===== src/rtl/ucmd_pkg.sv =====
package ucmd_pkg;

    localparam int ADDR_W = 6;

    localparam logic [ADDR_W-1:0] A_CMD    = 6'h00;
    localparam logic [ADDR_W-1:0] A_CTRL   = 6'h04;
    localparam logic [ADDR_W-1:0] A_STATUS = 6'h08;
    localparam logic [ADDR_W-1:0] A_FLAGS  = 6'h0C;
    localparam logic [ADDR_W-1:0] A_FCLR   = 6'h10;
    localparam logic [ADDR_W-1:0] A_LEN    = 6'h14;
    localparam logic [ADDR_W-1:0] A_LEVEL  = 6'h18;
    localparam logic [ADDR_W-1:0] A_CLKCFG = 6'h1C;
    localparam logic [ADDR_W-1:0] A_DATA   = 6'h20;
    localparam logic [ADDR_W-1:0] A_COUNT  = 6'h24;

    localparam logic [4:0] OP_SEND = 5'd1;
    localparam int OP_LSB    = 27;
    localparam int KILL_BIT  = 1;
    localparam int F_DONE    = 0;
    localparam int F_ABORT   = 5;
    localparam int F_LOW     = 30;
    localparam int CDIV_W    = 12;
    localparam int CDIV_LSB  = 4;

    typedef enum logic [1:0] {
        SEQ_IDLE,
        SEQ_LOAD,
        SEQ_SEND
    } seq_state_e;

    typedef struct packed {
        logic              en;
        logic [CDIV_W-1:0] div;
    } clk_cfg_t;

    typedef struct packed {
        logic low;
        logic abort;
        logic done;
    } flags_t;

    function automatic logic [CDIV_W-1:0] div_last(input logic [CDIV_W-1:0] d);
        return (d == '0) ? '0 : d - 1'b1;
    endfunction

endpackage


===== src/rtl/txq_fifo.sv =====
module txq_fifo #(
    parameter int W     = 8,
    parameter int DEPTH = 8,
    parameter int CW    = $clog2(DEPTH + 1)
) (
    input  logic          clk,
    input  logic          rst,
    input  logic          push,
    input  logic [W-1:0]  din,
    input  logic          pop,
    output logic [W-1:0]  dout,
    output logic [CW-1:0] count
);
    localparam int AW = (DEPTH > 1) ? $clog2(DEPTH) : 1;
    localparam logic [AW-1:0] LAST = AW'(DEPTH - 1);
    localparam logic [CW-1:0] FULL = CW'(DEPTH);

    logic [W-1:0]  mem [DEPTH];
    logic [AW-1:0] wptr, rptr;
    logic          do_push, do_pop;

    assign do_push = push && (count != FULL);
    assign do_pop  = pop && (count != '0);
    assign dout    = mem[rptr];

    always_ff @(posedge clk) begin
        if (do_push) mem[wptr] <= din;
    end

    always_ff @(posedge clk) begin
        if (rst) begin
            wptr  <= '0;
            rptr  <= '0;
            count <= '0;
        end else begin
            if (do_push) wptr <= (wptr == LAST) ? '0 : wptr + 1'b1;
            if (do_pop)  rptr <= (rptr == LAST) ? '0 : rptr + 1'b1;
            case ({do_push, do_pop})
                2'b10:   count <= count + 1'b1;
                2'b01:   count <= count - 1'b1;
                default: count <= count;
            endcase
        end
    end

    // the sequencer never takes a byte that is not there
    assert_no_underflow_R4: assert property (@(posedge clk) disable iff (rst)
        pop |-> (count != '0));

    // a push into a full queue with no pop leaves it full
    assert_full_drop_R10: assert property (@(posedge clk) disable iff (rst)
        (push && !pop && count == FULL) |=> (count == FULL));

endmodule


===== src/rtl/tx_frame_shifter.sv =====
module tx_frame_shifter
    import ucmd_pkg::*;
#(
    parameter int DATA_W = 8,
    parameter int TICKS  = 32
) (
    input  logic              clk,
    input  logic              rst,
    input  logic              kill,
    input  logic              load,
    input  logic [DATA_W-1:0] data,
    input  logic              tick_en,
    input  logic [CDIV_W-1:0] div,
    output logic              txd,
    output logic              busy,
    output logic              frame_end
);
    localparam int FRAME_W = DATA_W + 2;
    localparam int SW      = $clog2(TICKS);
    localparam int BW      = $clog2(FRAME_W);

    logic [FRAME_W-1:0] frame;
    logic [BW-1:0]      bitn;
    logic [CDIV_W-1:0]  pre;
    logic [SW-1:0]      samp;
    logic               pre_wrap, samp_wrap, last_bit;

    assign pre_wrap  = (pre >= div_last(div));
    assign samp_wrap = (samp == SW'(TICKS - 1));
    assign last_bit  = (bitn == BW'(FRAME_W - 1));
    assign frame_end = busy && tick_en && pre_wrap && samp_wrap && last_bit;
    assign txd       = busy ? frame[0] : 1'b1;

    always_ff @(posedge clk) begin
        if (rst || kill) begin
            busy  <= 1'b0;
            frame <= '1;
            bitn  <= '0;
            pre   <= '0;
            samp  <= '0;
        end else if (load) begin
            busy  <= 1'b1;
            frame <= {1'b1, data, 1'b0};
            bitn  <= '0;
            pre   <= '0;
            samp  <= '0;
        end else if (busy && tick_en) begin
            if (pre_wrap) begin
                pre <= '0;
                if (samp_wrap) begin
                    samp  <= '0;
                    frame <= {1'b1, frame[FRAME_W-1:1]};
                    if (last_bit) busy <= 1'b0;
                    else          bitn <= bitn + 1'b1;
                end else begin
                    samp <= samp + 1'b1;
                end
            end else begin
                pre <= pre + 1'b1;
            end
        end
    end

    // every frame opens with a low start bit
    assert_start_low_R3: assert property (@(posedge clk) disable iff (rst)
        $rose(busy) |-> !txd);

    // a paused serial clock freezes the line
    assert_pause_hold_R3: assert property (@(posedge clk) disable iff (rst)
        (busy && !tick_en && !kill && !load) |=> $stable(txd));

endmodule


===== src/rtl/uart_cmd_tx.sv =====
module uart_cmd_tx
    import ucmd_pkg::*;
#(
    parameter int FIFO_DEPTH = 8,
    parameter int LEN_W      = 27,
    parameter int LEVEL_DEF  = 2
) (
    input  logic              clk,
    input  logic              rst,
    input  logic              reg_we,
    input  logic [ADDR_W-1:0] reg_addr,
    input  logic [31:0]       reg_wdata,
    output logic [31:0]       reg_rdata,
    output logic              tx_o,
    output logic              irq_o
);
    localparam int CW = $clog2(FIFO_DEPTH + 1);

    seq_state_e       state;
    logic [LEN_W-1:0] len_q, rem_q;
    logic [CW-1:0]    level_q, q_count;
    clk_cfg_t         cfg_q;
    flags_t           flags_q, flags_set, flags_clr;
    logic [7:0]       q_data;
    logic             start, kill, pop, finish, push;
    logic             sh_busy, sh_end;

    assign start = reg_we && reg_addr == A_CMD && reg_wdata[31:OP_LSB] == OP_SEND
                   && state == SEQ_IDLE;
    assign kill  = reg_we && reg_addr == A_CTRL && reg_wdata[KILL_BIT]
                   && state != SEQ_IDLE;
    assign pop    = !kill && state == SEQ_LOAD && rem_q != '0 && q_count != '0;
    assign finish = !kill && state == SEQ_LOAD && rem_q == '0;
    assign push   = reg_we && reg_addr == A_DATA;

    txq_fifo #(.W(8), .DEPTH(FIFO_DEPTH), .CW(CW)) u_fifo (
        .clk(clk), .rst(rst), .push(push), .din(reg_wdata[7:0]),
        .pop(pop), .dout(q_data), .count(q_count)
    );

    tx_frame_shifter #(.DATA_W(8), .TICKS(32)) u_shift (
        .clk(clk), .rst(rst), .kill(kill), .load(pop), .data(q_data),
        .tick_en(cfg_q.en), .div(cfg_q.div), .txd(tx_o),
        .busy(sh_busy), .frame_end(sh_end)
    );

    always_ff @(posedge clk) begin
        if (rst) begin
            state <= SEQ_IDLE;
            rem_q <= '0;
        end else if (kill) begin
            state <= SEQ_IDLE;
        end else begin
            case (state)
                SEQ_IDLE: if (start) begin
                    state <= SEQ_LOAD;
                    rem_q <= len_q;
                end
                SEQ_LOAD: begin
                    if (finish)   state <= SEQ_IDLE;
                    else if (pop) state <= SEQ_SEND;
                end
                SEQ_SEND: if (sh_end) begin
                    rem_q <= rem_q - 1'b1;
                    state <= SEQ_LOAD;
                end
                default: state <= SEQ_IDLE;
            endcase
        end
    end

    assign flags_set = '{low: (state != SEQ_IDLE && q_count <= level_q),
                         abort: kill, done: finish};
    assign flags_clr = (reg_we && reg_addr == A_FCLR)
                       ? '{low: reg_wdata[F_LOW], abort: reg_wdata[F_ABORT],
                           done: reg_wdata[F_DONE]}
                       : '0;

    always_ff @(posedge clk) begin
        if (rst) begin
            flags_q <= '0;
            len_q   <= '0;
            level_q <= CW'(LEVEL_DEF);
            cfg_q   <= '0;
        end else begin
            flags_q <= flags_set | (flags_q & ~flags_clr);
            if (reg_we && reg_addr == A_LEN)    len_q   <= reg_wdata[LEN_W-1:0];
            if (reg_we && reg_addr == A_LEVEL)  level_q <= reg_wdata[CW-1:0];
            if (reg_we && reg_addr == A_CLKCFG) begin
                cfg_q.en  <= reg_wdata[0];
                cfg_q.div <= reg_wdata[CDIV_LSB +: CDIV_W];
            end
        end
    end

    assign irq_o = |flags_q;

    always_comb begin
        reg_rdata = '0;
        case (reg_addr)
            A_STATUS: reg_rdata[0] = (state != SEQ_IDLE);
            A_FLAGS: begin
                reg_rdata[F_DONE]  = flags_q.done;
                reg_rdata[F_ABORT] = flags_q.abort;
                reg_rdata[F_LOW]   = flags_q.low;
            end
            A_LEN:   reg_rdata[LEN_W-1:0] = len_q;
            A_LEVEL: reg_rdata[CW-1:0]    = level_q;
            A_CLKCFG: begin
                reg_rdata[0] = cfg_q.en;
                reg_rdata[CDIV_LSB +: CDIV_W] = cfg_q.div;
            end
            A_COUNT: reg_rdata[CW-1:0] = q_count;
            default: reg_rdata = '0;
        endcase
    end

    // done is only raised once the shifter has let go of the line
    assert_done_after_stop_R5: assert property (@(posedge clk) disable iff (rst)
        finish |-> !sh_busy);

    // an abort idles the sequencer and the line on the next cycle
    assert_abort_idle_R7: assert property (@(posedge clk) disable iff (rst)
        kill |=> (state == SEQ_IDLE && tx_o));

    // the queue-low flag only rises while a command was running
    assert_low_needs_cmd_R6: assert property (@(posedge clk) disable iff (rst)
        $rose(flags_q.low) |-> $past(state != SEQ_IDLE));

    // an accepted start always leads to the load phase
    assert_start_loads_R2: assert property (@(posedge clk) disable iff (rst)
        (start && !kill) |=> (state == SEQ_LOAD));

endmodule


===== config.mk =====
export PLATFORM = sky130hd
export DESIGN_NAME = uart_cmd_tx
export DESIGN_NICKNAME = d
export VERILOG_FILES = /design/src/rtl/ucmd_pkg.sv /design/src/rtl/txq_fifo.sv /design/src/rtl/tx_frame_shifter.sv /design/src/rtl/uart_cmd_tx.sv
export SDC_FILE = /design/constraint.sdc
export NUM_CORES = 1
export LEC_CHECK = 0
export BUFFER_PORTS_ARGS = -buffer_cell sky130_fd_sc_hd__buf_2
export CORE_MARGIN = 5
export CORE_UTILIZATION = 25
export CTS_CLUSTER_SIZE = 28
export DETAILED_ROUTE_END_ITERATION = 10
export GPL_TIMING_DRIVEN = 0
export RECOVER_POWER = 25
export SLEW_MARGIN = 30
export SYNTH_ARGS = -nofsm -noshare
export SYNTH_HDL_FRONTEND = slang
export SYNTH_HIERARCHICAL = 1
export SYNTH_SLANG_ARGS = --single-unit
export TNS_END_PERCENT = 10

===== constraint.sdc =====
create_clock -name clk -period 4.5 [get_ports clk]
set_input_delay 0.9 -clock clk [delete_from_list [all_inputs] [get_ports clk]]
set_output_delay 0.9 -clock clk [all_outputs]
set_load 0.02 [all_outputs]

==> flow_summary.rst <==
.. list-table::
   :header-rows: 1

   * - Metric
     - Value
   * - Placed wire-length estimate after detailed placement
     - 18.4 mm
   * - Detailed-route DRC error count
     - 0
   * - Number of buffers on the longest clock path
     - 2
   * - Clock-pin slew on the worst setup and hold paths
     - 0.07 ns
   * - Filler cell count
     - 3795
   * - Sequential element share of the synthesized area
     - 0.472
   * - Top flip-flop cell by instance count after synthesis
     - dfxtp_1
   * - Footprint of the multi-input gates
     - 4550 um2
   * - Total track usage
     - 0.121
   * - Fin crit period
     - 4.26 ns
   * - Total clock buffers created by CTS
     - 17
   * - Worst Hold Margin
     - 0.472 ns
   * - Number of optimization iterations in the first detailed-route pass
     - 5
   * - Yosys top cell area share
     - 0.262
   * - Clock tree from TritonCTS
     - yes
   * - Outcome
     - complete, but fails checks
   * - Clk root buf
     - clkbuf_16
   * - Final max-slew violation count
     - 11
   * - Register-to-register path setup slack
     - 0.24 ns
   * - Hold-fix buffers at CTS
     - 0
   * - Switching power share of the total
     - 0.223
   * - Number of warnings reported in the yosys synthesis log
     - 6
   * - Number of global-route vias before repair
     - 7221
   * - Measured slew at the worst slew-check pin
     - 1.50 ns
   * - Achievable frequency
     - 235 MHz
   * - Per-instance average area after synthesis
     - 9.80 um2
   * - Worst r2r path cells
     - 18
   * - Proportion of register bits with asynchronous set or reset after synthesis
     - 0
   * - Net count of the finished layout
     - 1106
   * - Sum of met3 wire segment lengths after detailed routing
     - 1.07 mm
   * - Synthesis-stage register bit count
     - 184
   * - Routed via count
     - 7498
   * - Global-route wire length before repair
     - 39.5 mm
   * - Setup crit start kind
     - register
   * - Synth-to-Final Area Change
     - 17.4%
   * - Placer Congestion
     - 0.857
   * - Failing checks
     - max-capacitance violations, max-slew violations
   * - Core footprint
     - 36400 um2
   * - Number of enable flip-flop cells after synthesis
     - 64
   * - Detailed-routing wirelength on met1
     - 10.4 mm
   * - Number of antenna violations at the first check in global routing
     - 2
   * - Number of maximum-capacitance violations
     - 1
   * - Cell row count
     - 70
   * - Full die area
     - 40600 um2
   * - Final Routed Wirelength
     - 25.1 mm
   * - Number of clock sinks
     - 184
   * - Crit Path Max Fanout
     - 10
   * - Worst hold stages
     - 2
   * - Top post-synthesis cells by count
     - nand2_1 (135), dfxtp_1 (120), a21oi_1 (96)
   * - Largest clock skew in the final design
     - 0.0112 ns
   * - Routed via count divided by cell count
     - 4.95
   * - Crit Reg-Reg Endpoint
     - rem_q[17]
   * - Top routing layer in use
     - met4
   * - Area of all sequential standard cells
     - 4320 um2
   * - Switching component of the power
     - 721 uW
   * - Capture point of the critical path
     - rem_q[17]
   * - Launch point of the critical path
     - cfg_q[5]
   * - Top cell type by total area after synthesis
     - dfxtp_1
   * - Critical Path End Type
     - register
   * - Die span in y
     - 201 um
   * - WL met2
     - 12.7 mm
   * - Internal
     - 2.51 mW
   * - Horizontal extent of the die
     - 201 um
   * - Starting DRT DRC Count
     - 604
   * - Final-report setup violation count
     - 0
   * - Port-buffer cells
     - 69
   * - Largest cells by area after synthesis
     - dfxtp_1 (26%), edfxtp_1 (21%), nand2_1 (5.5%)
   * - Yosys cell types
     - 81
   * - Largest net degree at the start of global routing
     - 17
   * - Headroom to the max-slew limit
     - -0.0132
   * - Power density over the cells
     - 300 nW/um2
   * - Residual antenna-violating net count after detailed routing
     - 0
   * - Cell area after synthesis
     - 9170 um2
   * - Launching point of the worst reg2reg path
     - cfg_q[5]
   * - Share of total power in combinational logic
     - 0.033
   * - Cells after synthesis
     - 935
   * - Sequential share of power
     - 0.533
   * - Starting utilization of the core area
     - 0.252
   * - Worst hold-check path type
     - reg2reg
   * - GR Overflow Total
     - 0
   * - H-tree level count
     - 4
   * - Hold violation total from the final report
     - 0
   * - Worst-skew pair later-pin latency
     - 0.44 ns
   * - Static leakage power
     - 3.91 nW
   * - Final worst-path cycle share
     - 0.946
   * - Number of ports placed on the die boundary
     - 75
   * - Layout cell share with drive strength beyond 1
     - 0.153
   * - Arrival time at the worst endpoint
     - 4.59 ns
   * - Startpoint-to-endpoint class of the critical path
     - reg2reg
   * - Dominant cell by count in the synthesized netlist
     - nand2_1
   * - Clock network fraction of total power
     - 0.434
   * - Worst IR drop on VDD
     - 208 uV
   * - Final core occ
     - 0.295
   * - Power, Total
     - 3.23 mW
   * - Final routed wire length divided by cell count
     - 16.6 um
   * - Worst EP required
     - 4.84 ns
cell usage in the layout, fill, tap and decap left out, types with 32 or more instances in the layout:
master	Yosys	final
clkbuf_1	33	45
edfxtp_1	64	64
nand3_1	33	33
nor2_1	59	59
nand2_1	135	135
dfxtp_1	120	120
a21oi_1	96	95
buf_2	9	67
ha_1	32	32
o21ai_0	37	38
flip-flops by register name (all words and copies together) (netlist names), named ones only:
signal         count
cfg_q             13
flags_q            3
len_q             27
level_q            4
rem_q             27
state              2
u_fifo/count       4
u_fifo/mem        64
u_fifo/rptr        3
u_fifo/wptr        3
u_shift/bitn       4
u_shift/busy       1
u_shift/frame      9
u_shift/pre       12
u_shift/samp       5
kinds of logic after synthesis:
kind of cell    share of synthesized area
flops                               0.472
compound gates                      0.152
simple gates                        0.196
mux                                0.0744
xor+xnor                           0.0220
other cells                      0.000409
fa+ha+maj                          0.0437
buf+inv                            0.0396
layer usage:
layer | vias up | GRT usage
met5 | - | 0
met4 | 0 | 0.0566
met3 | 47 | 0.0197
met2 | 209 | 0.215
met1 | 3594 | 0.144
li1 | 3648 | -
worst max-delay path, cell delays in order (launching register included):
cell and delay, ns:
dfxtp_1 0.34, or4_4 0.58, nor4_4 0.23, nor3b_4 0.25, nand2_1 0.10, nor3_1 0.15
a21oi_1 0.07, ha_1 0.30, a21boi_0 0.40, o211ai_1 0.17, o21a_1 0.12, buf_2 0.17
nor3_4 0.19, a21oi_2 0.12, a221oi_2 0.27, buf_4 0.22, buf_4 0.21, o21ai_0 0.12
o32ai_1 0.14
layout make-up:
class                   count  area share
multi-input cells         673       0.423
clock buffers              19      0.0402
well taps                 468      0.0544
repair buffers             76      0.0358
flip-flops and latches    184       0.402
inverters                  27     0.00942
clock inverters            13     0.00988
plain buffers              54      0.0249
diodes                      2    0.000465
worst min-delay path by stage:
stage               startpoint  slack [ns]         endpoint
2_1_floorplan        len_q[17]        0.44        len_q[17]
3_3_place_gp   u_shift/samp[3]        0.47  u_shift/samp[3]
3_5_place_dp         len_q[25]        0.47        len_q[25]
4_1_cts              len_q[25]        0.48        len_q[25]
5_1_grt               len_q[7]        0.50         len_q[7]
6_report             len_q[25]        0.47        len_q[25]
stage by stage:
stage | setup slack [ns] | std cells | area, um2 | TNS, ns
2_1_floorplan | 0.576 | 938 | 9180 | 0
3_3_place_gp | -0.353 | 1475 | 10100 | -5.86
3_5_place_dp | -0.426 | 1476 | 10100 | -7.61
4_1_cts | 0.000761 | 1508 | 10700 | 0
5_1_grt | -0.0371 | 1516 | 10800 | -0.0791
6_report | 0.243 | 1516 | 10800 | 0
what timing repair did:
action	CTS	global route
buffers inserted	0	6
pin swaps	0	2
resized for setup	6	5
hold endpoints to repair	0	0
endpoints found under the setup margin	27	27
power groups by stage:
stage	Clock, mW	Sequential [mW]	Combinational [mW]
after floorplan	0	1.76	0.0533
after global placement	0	1.76	0.107
after detailed placement	0	1.76	0.108
after CTS	1.43	1.72	0.109
after global routing	1.51	1.72	0.118
final	1.40	1.72	0.107
Note: power is estimated with default switching activity, not from simulation.
